### src/rtl/sem_pkg.sv
// Shared types for the semaphore token unit.
// Assumes: exactly two requesters, called left and right.
package sem_pkg;
    typedef enum logic [1:0] {
        SEM_FREE  = 2'd0,
        SEM_LEFT  = 2'd1,
        SEM_RIGHT = 2'd2
    } sem_owner_t;
endpackage

### src/rtl/sem_port_decode.sv
// Turns one port's access pins into one-hot request and release strobes,
// one pair per flag.
// Assumes: a write needs ce high, sel_n low and wr high in the same cycle.
module sem_port_decode #(
    parameter int NUM_SEM = 8,
    localparam int IDX_W = $clog2(NUM_SEM)
) (
    input  logic               ce,
    input  logic               sel_n,
    input  logic [IDX_W-1:0]   idx,
    input  logic               wr,
    input  logic               din,
    output logic [NUM_SEM-1:0] req,
    output logic [NUM_SEM-1:0] rel
);
    logic wr_hit;

    // qualify the write strobe with both select pins
    always_comb wr_hit = ce && !sel_n && wr;

    for (genvar g = 0; g < NUM_SEM; g++) begin : g_dec
        // steer the strobe to the addressed flag only
        always_comb begin
            req[g] = wr_hit && (idx == IDX_W'(g)) && !din;
            rel[g] = wr_hit && (idx == IDX_W'(g)) &&  din;
        end
    end
endmodule

### src/rtl/sem_cell.sv
// One semaphore flag: records the holder and at most one pending request
// from the side that does not hold it.
// Assumes: req and rel from the same side are never high together.
module sem_cell
    import sem_pkg::*;
(
    input  logic clk,
    input  logic rst_n,
    input  logic l_req,
    input  logic l_rel,
    input  logic r_req,
    input  logic r_rel,
    output logic l_own,
    output logic r_own
);
    sem_owner_t own_q, own_d;
    logic lp_q, lp_d, rp_q, rp_d;
    logic l_wait, r_wait;

    // a side is waiting after this edge if it asked now or before and has not withdrawn
    always_comb begin
        l_wait = (lp_q || l_req) && !l_rel;
        r_wait = (rp_q || r_req) && !r_rel;
    end

    // next-state rules for ownership and the pending marks
    always_comb begin
        own_d = own_q;
        lp_d  = lp_q;
        rp_d  = rp_q;
        case (own_q)
            SEM_FREE: begin
                lp_d = 1'b0;
                rp_d = 1'b0;
                if (l_req) begin
                    own_d = SEM_LEFT;
                    rp_d  = r_req;
                end else if (r_req) begin
                    own_d = SEM_RIGHT;
                end
            end
            SEM_LEFT: begin
                lp_d = 1'b0;
                if (l_rel) begin
                    own_d = r_wait ? SEM_RIGHT : SEM_FREE;
                    rp_d  = 1'b0;
                end else begin
                    rp_d = r_wait;
                end
            end
            SEM_RIGHT: begin
                rp_d = 1'b0;
                if (r_rel) begin
                    own_d = l_wait ? SEM_LEFT : SEM_FREE;
                    lp_d  = 1'b0;
                end else begin
                    lp_d = l_wait;
                end
            end
            default: begin
                own_d = SEM_FREE;
                lp_d  = 1'b0;
                rp_d  = 1'b0;
            end
        endcase
    end

    // state register with synchronous active-low reset
    always_ff @(posedge clk) begin
        if (!rst_n) begin
            own_q <= SEM_FREE;
            lp_q  <= 1'b0;
            rp_q  <= 1'b0;
        end else begin
            own_q <= own_d;
            lp_q  <= lp_d;
            rp_q  <= rp_d;
        end
    end

    // expose per-side holder flags
    always_comb begin
        l_own = (own_q == SEM_LEFT);
        r_own = (own_q == SEM_RIGHT);
    end

    AST_PEND_EXCL: assert property (@(posedge clk) disable iff (!rst_n)
        !(lp_q && rp_q));
    AST_LPEND_NEEDS_RIGHT: assert property (@(posedge clk) disable iff (!rst_n)
        lp_q |-> own_q == SEM_RIGHT);
    AST_RPEND_NEEDS_LEFT: assert property (@(posedge clk) disable iff (!rst_n)
        rp_q |-> own_q == SEM_LEFT);
    AST_NO_STEAL: assert property (@(posedge clk) disable iff (!rst_n)
        (own_q == SEM_LEFT && !l_rel) |=> own_q == SEM_LEFT);
    AST_HANDOVER: assert property (@(posedge clk) disable iff (!rst_n)
        (own_q == SEM_LEFT && rp_q && l_rel && !r_rel) |=> (own_q == SEM_RIGHT && !lp_q));
    AST_FREE_ON_RELEASE: assert property (@(posedge clk) disable iff (!rst_n)
        (own_q == SEM_RIGHT && !lp_q && !l_req && r_rel) |=> own_q == SEM_FREE);
    AST_CANCEL: assert property (@(posedge clk) disable iff (!rst_n)
        (own_q == SEM_LEFT && !l_rel && r_rel) |=> !rp_q);
    AST_TIE_LEFT: assert property (@(posedge clk) disable iff (!rst_n)
        (own_q == SEM_FREE && l_req && r_req) |=> (own_q == SEM_LEFT && rp_q));
    AST_IDLE_HOLD: assert property (@(posedge clk) disable iff (!rst_n)
        (!l_req && !l_rel && !r_req && !r_rel) |=> $stable(own_q));
endmodule

### src/rtl/sem_read_view.sv
// Selects one port's holder bit at the presented index and spreads it
// over the read bus: all zeros when held by this port, all ones otherwise.
// Assumes: the index is in range for NUM_SEM flags.
module sem_read_view #(
    parameter int NUM_SEM = 8,
    parameter int DATA_W  = 9,
    localparam int IDX_W = $clog2(NUM_SEM)
) (
    input  logic [NUM_SEM-1:0] own_vec,
    input  logic [IDX_W-1:0]   idx,
    output logic [DATA_W-1:0]  dout
);
    // replicate the inverted holder bit across the bus
    always_comb dout = {DATA_W{!own_vec[idx]}};
endmodule

### src/rtl/sem_token_unit.sv
// Top of the dual-port semaphore unit: decodes both ports, keeps NUM_SEM
// token cells and drives each port's read view.
// Assumes: both ports share one clock. Writes land at the rising edge,
// and reads are combinational on the registered state.
module sem_token_unit #(
    parameter int NUM_SEM = 8,
    parameter int DATA_W  = 9,
    localparam int IDX_W = $clog2(NUM_SEM)
) (
    input  logic              clk,
    input  logic              rst_n,
    input  logic              lt_ce,
    input  logic              lt_sel_n,
    input  logic [IDX_W-1:0]  lt_idx,
    input  logic              lt_wr,
    input  logic              lt_din,
    output logic [DATA_W-1:0] lt_dout,
    input  logic              rt_ce,
    input  logic              rt_sel_n,
    input  logic [IDX_W-1:0]  rt_idx,
    input  logic              rt_wr,
    input  logic              rt_din,
    output logic [DATA_W-1:0] rt_dout
);
    logic [NUM_SEM-1:0] l_req, l_rel, r_req, r_rel;
    logic [NUM_SEM-1:0] l_own, r_own;

    sem_port_decode #(.NUM_SEM(NUM_SEM)) u_ldec (
        .ce(lt_ce), .sel_n(lt_sel_n), .idx(lt_idx), .wr(lt_wr), .din(lt_din),
        .req(l_req), .rel(l_rel)
    );

    sem_port_decode #(.NUM_SEM(NUM_SEM)) u_rdec (
        .ce(rt_ce), .sel_n(rt_sel_n), .idx(rt_idx), .wr(rt_wr), .din(rt_din),
        .req(r_req), .rel(r_rel)
    );

    for (genvar g = 0; g < NUM_SEM; g++) begin : g_cell
        sem_cell u_cell (
            .clk(clk), .rst_n(rst_n),
            .l_req(l_req[g]), .l_rel(l_rel[g]),
            .r_req(r_req[g]), .r_rel(r_rel[g]),
            .l_own(l_own[g]), .r_own(r_own[g])
        );
    end

    sem_read_view #(.NUM_SEM(NUM_SEM), .DATA_W(DATA_W)) u_lview (
        .own_vec(l_own), .idx(lt_idx), .dout(lt_dout)
    );

    sem_read_view #(.NUM_SEM(NUM_SEM), .DATA_W(DATA_W)) u_rview (
        .own_vec(r_own), .idx(rt_idx), .dout(rt_dout)
    );

    AST_LT_REPLICATED: assert property (@(posedge clk) disable iff (!rst_n)
        ($countones(lt_dout) == 0) || ($countones(lt_dout) == DATA_W));
    AST_RT_REPLICATED: assert property (@(posedge clk) disable iff (!rst_n)
        ($countones(rt_dout) == 0) || ($countones(rt_dout) == DATA_W));
    AST_MUTEX: assert property (@(posedge clk) disable iff (!rst_n)
        (lt_idx == rt_idx) |-> !(lt_dout == '0 && rt_dout == '0));
    AST_ONE_HOLDER: assert property (@(posedge clk) disable iff (!rst_n)
        (l_own & r_own) == '0);
    AST_NO_WRITE_NO_CHANGE: assert property (@(posedge clk) disable iff (!rst_n)
        (!(lt_ce && !lt_sel_n && lt_wr) && !(rt_ce && !rt_sel_n && rt_wr))
            |=> ($stable(l_own) && $stable(r_own)));
endmodule

### config.mk
export PLATFORM = sky130hd
export DESIGN_NAME = sem_token_unit
export DESIGN_NICKNAME = d
export VERILOG_FILES = /design/src/rtl/sem_pkg.sv /design/src/rtl/sem_port_decode.sv /design/src/rtl/sem_cell.sv /design/src/rtl/sem_read_view.sv /design/src/rtl/sem_token_unit.sv
export SDC_FILE = /design/constraint.sdc
export NUM_CORES = 1
export LEC_CHECK = 0
export ABC_AREA = 1
export BUFFER_PORTS_ARGS = -buffer_cell sky130_fd_sc_hd__clkbuf_2
export CAP_MARGIN = 20
export CORE_MARGIN = 2
export CORE_UTILIZATION = 35
export DETAILED_ROUTE_END_ITERATION = 16
export PLACE_DENSITY = 0.52
export RECOVER_POWER = 100
export SKIP_CTS_REPAIR_TIMING = 1
export SLEW_MARGIN = 20
export SYNTH_ARGS = -nofsm -noshare
export SYNTH_HDL_FRONTEND = slang
export SYNTH_SLANG_ARGS = --single-unit
### constraint.sdc
create_clock -name clk -period 2.1 [get_ports clk]
set_input_delay 0.525 -clock clk [delete_from_list [all_inputs] [get_ports clk]]
set_output_delay 0.525 -clock clk [all_outputs]
set_load 0.02 [all_outputs]
==> metrics.txt <==
status=finished with violations; failing checks=negative setup slack; share of post-route cells with drive strength above 1=between 20% and 30%; Startpoint Class=input pin; Num Clock Sinks=32; CP max stage delay=0.30 ns; overall power consumption=0.003309 W; area of the multi-input gates=0.001674 mm2; Post-Syn Area per Cell=5.921 um2; period utilisation layout=100.5%; CTS clk-pin slew, worst paths=roughly 0.080 ns; CP top delay family=compound AO/OA/AOI/OAI gates; Fmax=approximately 0.47 GHz; PnR worst setup slack=-0.01074 ns; RR Endpoint=g_cell[5].u_cell.rp_q; most frequent cells in the layout=106 x nand2_1, 81 x nor2_1, 58 x nand3_1, 33 x buf_4, 25 x inv_1; root buffer cell=clkbuf_8; setup violators final=5; Buffers on Ports=33; Slew Viols, Final=0; Worst EP required=between 1.5 and 2 ns; RSZ-0062 raised after global routing=true; GRT Total Usage=18.73%; clk buf depth=2; R2R setup slack=0.86 ns; Reg2Reg Depth=5; Slowest-stage cell, CP=o211ai_1; worst-path cell chain=buf_4, inv_4, nand2_4, o211ai_1, a21oi_4, a21oi_4, buf_6; YS warnings=0; wire length per cell=between 10 and 15 um; max_slew headroom=73.36%; leakage=1.542 nW; Initial Util=35.68%; P_int=0.001862 W; DIE HEIGHT=89.29 um; synthesized instance count=430; Seq pwr share=26.2%; GPL Wtd Cong=a little over 0.8; Yosys cell types=30; worst path bufs/invs=3; largest net degree at the start of global routing=28; dpl hpwl=5.326 mm; switching share of power=43.73%; Clock power frac=20.6%; critical path type=in2out; # IOs=34; row count=31; drt via density=between 4 and 5; die width=89.29 um; Post-synth EDFFs=0; global route total overflow=0; initial antenna violation count=0; Worst EP arrival=1.59 ns; number of global-route vias before repair=2446; CP Depth=7; Synthesized Nets=446; Initial DRC Count=103; Logic pwr share=53.2%; Hold WC Path Type=reg2reg; Setup Skew=around 0.0069 ns; Final TNS setup=-0.04268 ns; share of the synthesized area in the top cell type=25.16%; fin crit period=2.111 ns; Synth Register Bits=32; cell mode on critical path=a21oi_4; Final nets=490; asr flop ratio synth=0%; antenna-violating nets left=0; non-filler cells, final=574; first-pass GRT wire length=approximately 11 mm; crit end category=output pin; Worst VDD drop=0.4273 mV; core area=0.007137 mm2; P_sw=around 0.0014 W; area leader, netlist=dfxtp_1; final WL=7.424 mm; post-synthesis cell area=0.002546 mm2; dpl cells=557; Slew @ Worst Pin=between 0.3 and 0.4 ns; max cap viols=0; P per Cell Area=1017 mW/mm2; depth of the CTS H-tree=2; Antenna Cells=0; most common cell after layout, fill and taps aside=nand2_1; final hold vios=0; routed vias=2804; crit path max fanout=5; number of fill cells in the layout=787; critical path launch point=lt_idx[0]; Area Overhead vs Synth=27.76%; CTS tree=done; drt pass-1 iters=4; Die Area=~0.0080 mm2; Worst-Skew Late Latency=0.29 ns; Area contributors post-synth=dfxtp_1 25%, nand2_1 16%, nor2_1 13%, nand3_1 9.6%, buf_4 5.6%; Seq. cell area=659.4 um2; DRC=0; sequential area share after synthesis=approximately a quarter; endpoint of the worst setup timing path=lt_dout[8]; Main synth FF type=dfxtp_1; final core occ=45.58%; Num CTS Buffers=5; Critical R2R Launch=g_cell[5].u_cell.own_q[1]
-- routing by layer --
metal | global-route usage (%) | wire (um) | vias up
met5 | 0 | 0 | -
met4 | 4.885 | 58 | 0
met3 | 2.493 | 237 | 4
met2 | 32.59 | 3662 | 52
met1 | 24.36 | 3466 | 1282
li1 | - | - | 1466
-- cell families (layout without fill, tap and decap cells) --
| logic type | Yosys count | after routing | synth area share (%) |
|---|---|---|---|
| compound gates | 31 | 32 | 7.224 |
| simple gates | 298 | 299 | 53.96 |
| buf+inv | 69 | 112 | 13.66 |
| flops | 32 | 32 | 25.16 |
-- synth_stat cells (4+ instances only) --
master,n
o21ai_0,10
a21o_1,4
nor2_2,8
nor2_1,88
nand2_2,5
buf_2,8
dfxtp_1,32
inv_1,35
a21oi_1,11
nor3_1,4
nand3_1,49
buf_4,19
nand2_1,110
nand4_1,17
nand3_2,9
-- stage by stage --
stage	cell area [um2]	setup slack [ns]	hold WS [ns]
detailed placement	2825	-0.04176	0.4705
floorplan	2557	0.04661	0.4461
finish	3253	-0.01074	0.4747
CTS	2952	-0.1753	0.4817
global route	3253	-0.07849	0.5235
global placement	2825	-0.04728	0.4686
-- worst min-delay path by stage --
stage / cells past startpoint / startpoint / to / slack (ns)
2_1_floorplan: 2 / g_cell[2].u_cell.lp_q / g_cell[2].u_cell.lp_q / 0.45
3_3_place_gp: 2 / g_cell[2].u_cell.lp_q / g_cell[2].u_cell.lp_q / 0.47
3_5_place_dp: 2 / g_cell[2].u_cell.lp_q / g_cell[2].u_cell.lp_q / 0.47
4_1_cts: 2 / g_cell[2].u_cell.lp_q / g_cell[2].u_cell.lp_q / 0.48
5_1_grt: 2 / g_cell[2].u_cell.lp_q / g_cell[2].u_cell.lp_q / 0.52
6_report: 2 / g_cell[2].u_cell.lp_q / g_cell[2].u_cell.lp_q / 0.47
-- worst register-to-register path, stage by stage (launching register included) --
cell	delay, ns
dfxtp_2	0.34
buf_4	0.13
nor2_1	0.18
nand4_1	0.16
or2_0	0.25
a21oi_2	0.12
-- sequential cells by signal, indices dropped and copies added, names as in the netlist --
register	flops
g_cell.u_cell.rp_q	8
g_cell.u_cell.own_q	16
g_cell.u_cell.lp_q	8
-- power groups by stage --
| stage | logic (W) | clock network (W) | registers [W] |
|---|---|---|---|
| after floorplan | 0.00123 | 0 | 0.000812 |
| after global placement | 0.00148 | 0 | 0.000832 |
| after detailed placement | 0.00148 | 0 | 0.000832 |
| after CTS | 0.00149 | 0.000703 | 0.000819 |
| after global routing | 0.00198 | 0.000721 | 0.000884 |
| final | 0.00176 | 0.000681 | 0.000867 |
-- cell type report --
class	count	area share, %
Clock inverter	1	0.9231
Timing Repair Buffer	63	15.54
Inverter	41	5.038
Clock buffer	7	2.962
Sequential cell	32	20.27
Tap cell	99	3.808
Multi-Input combinational cell	331	51.46
Note: power is estimated with default switching activity, not from simulation.
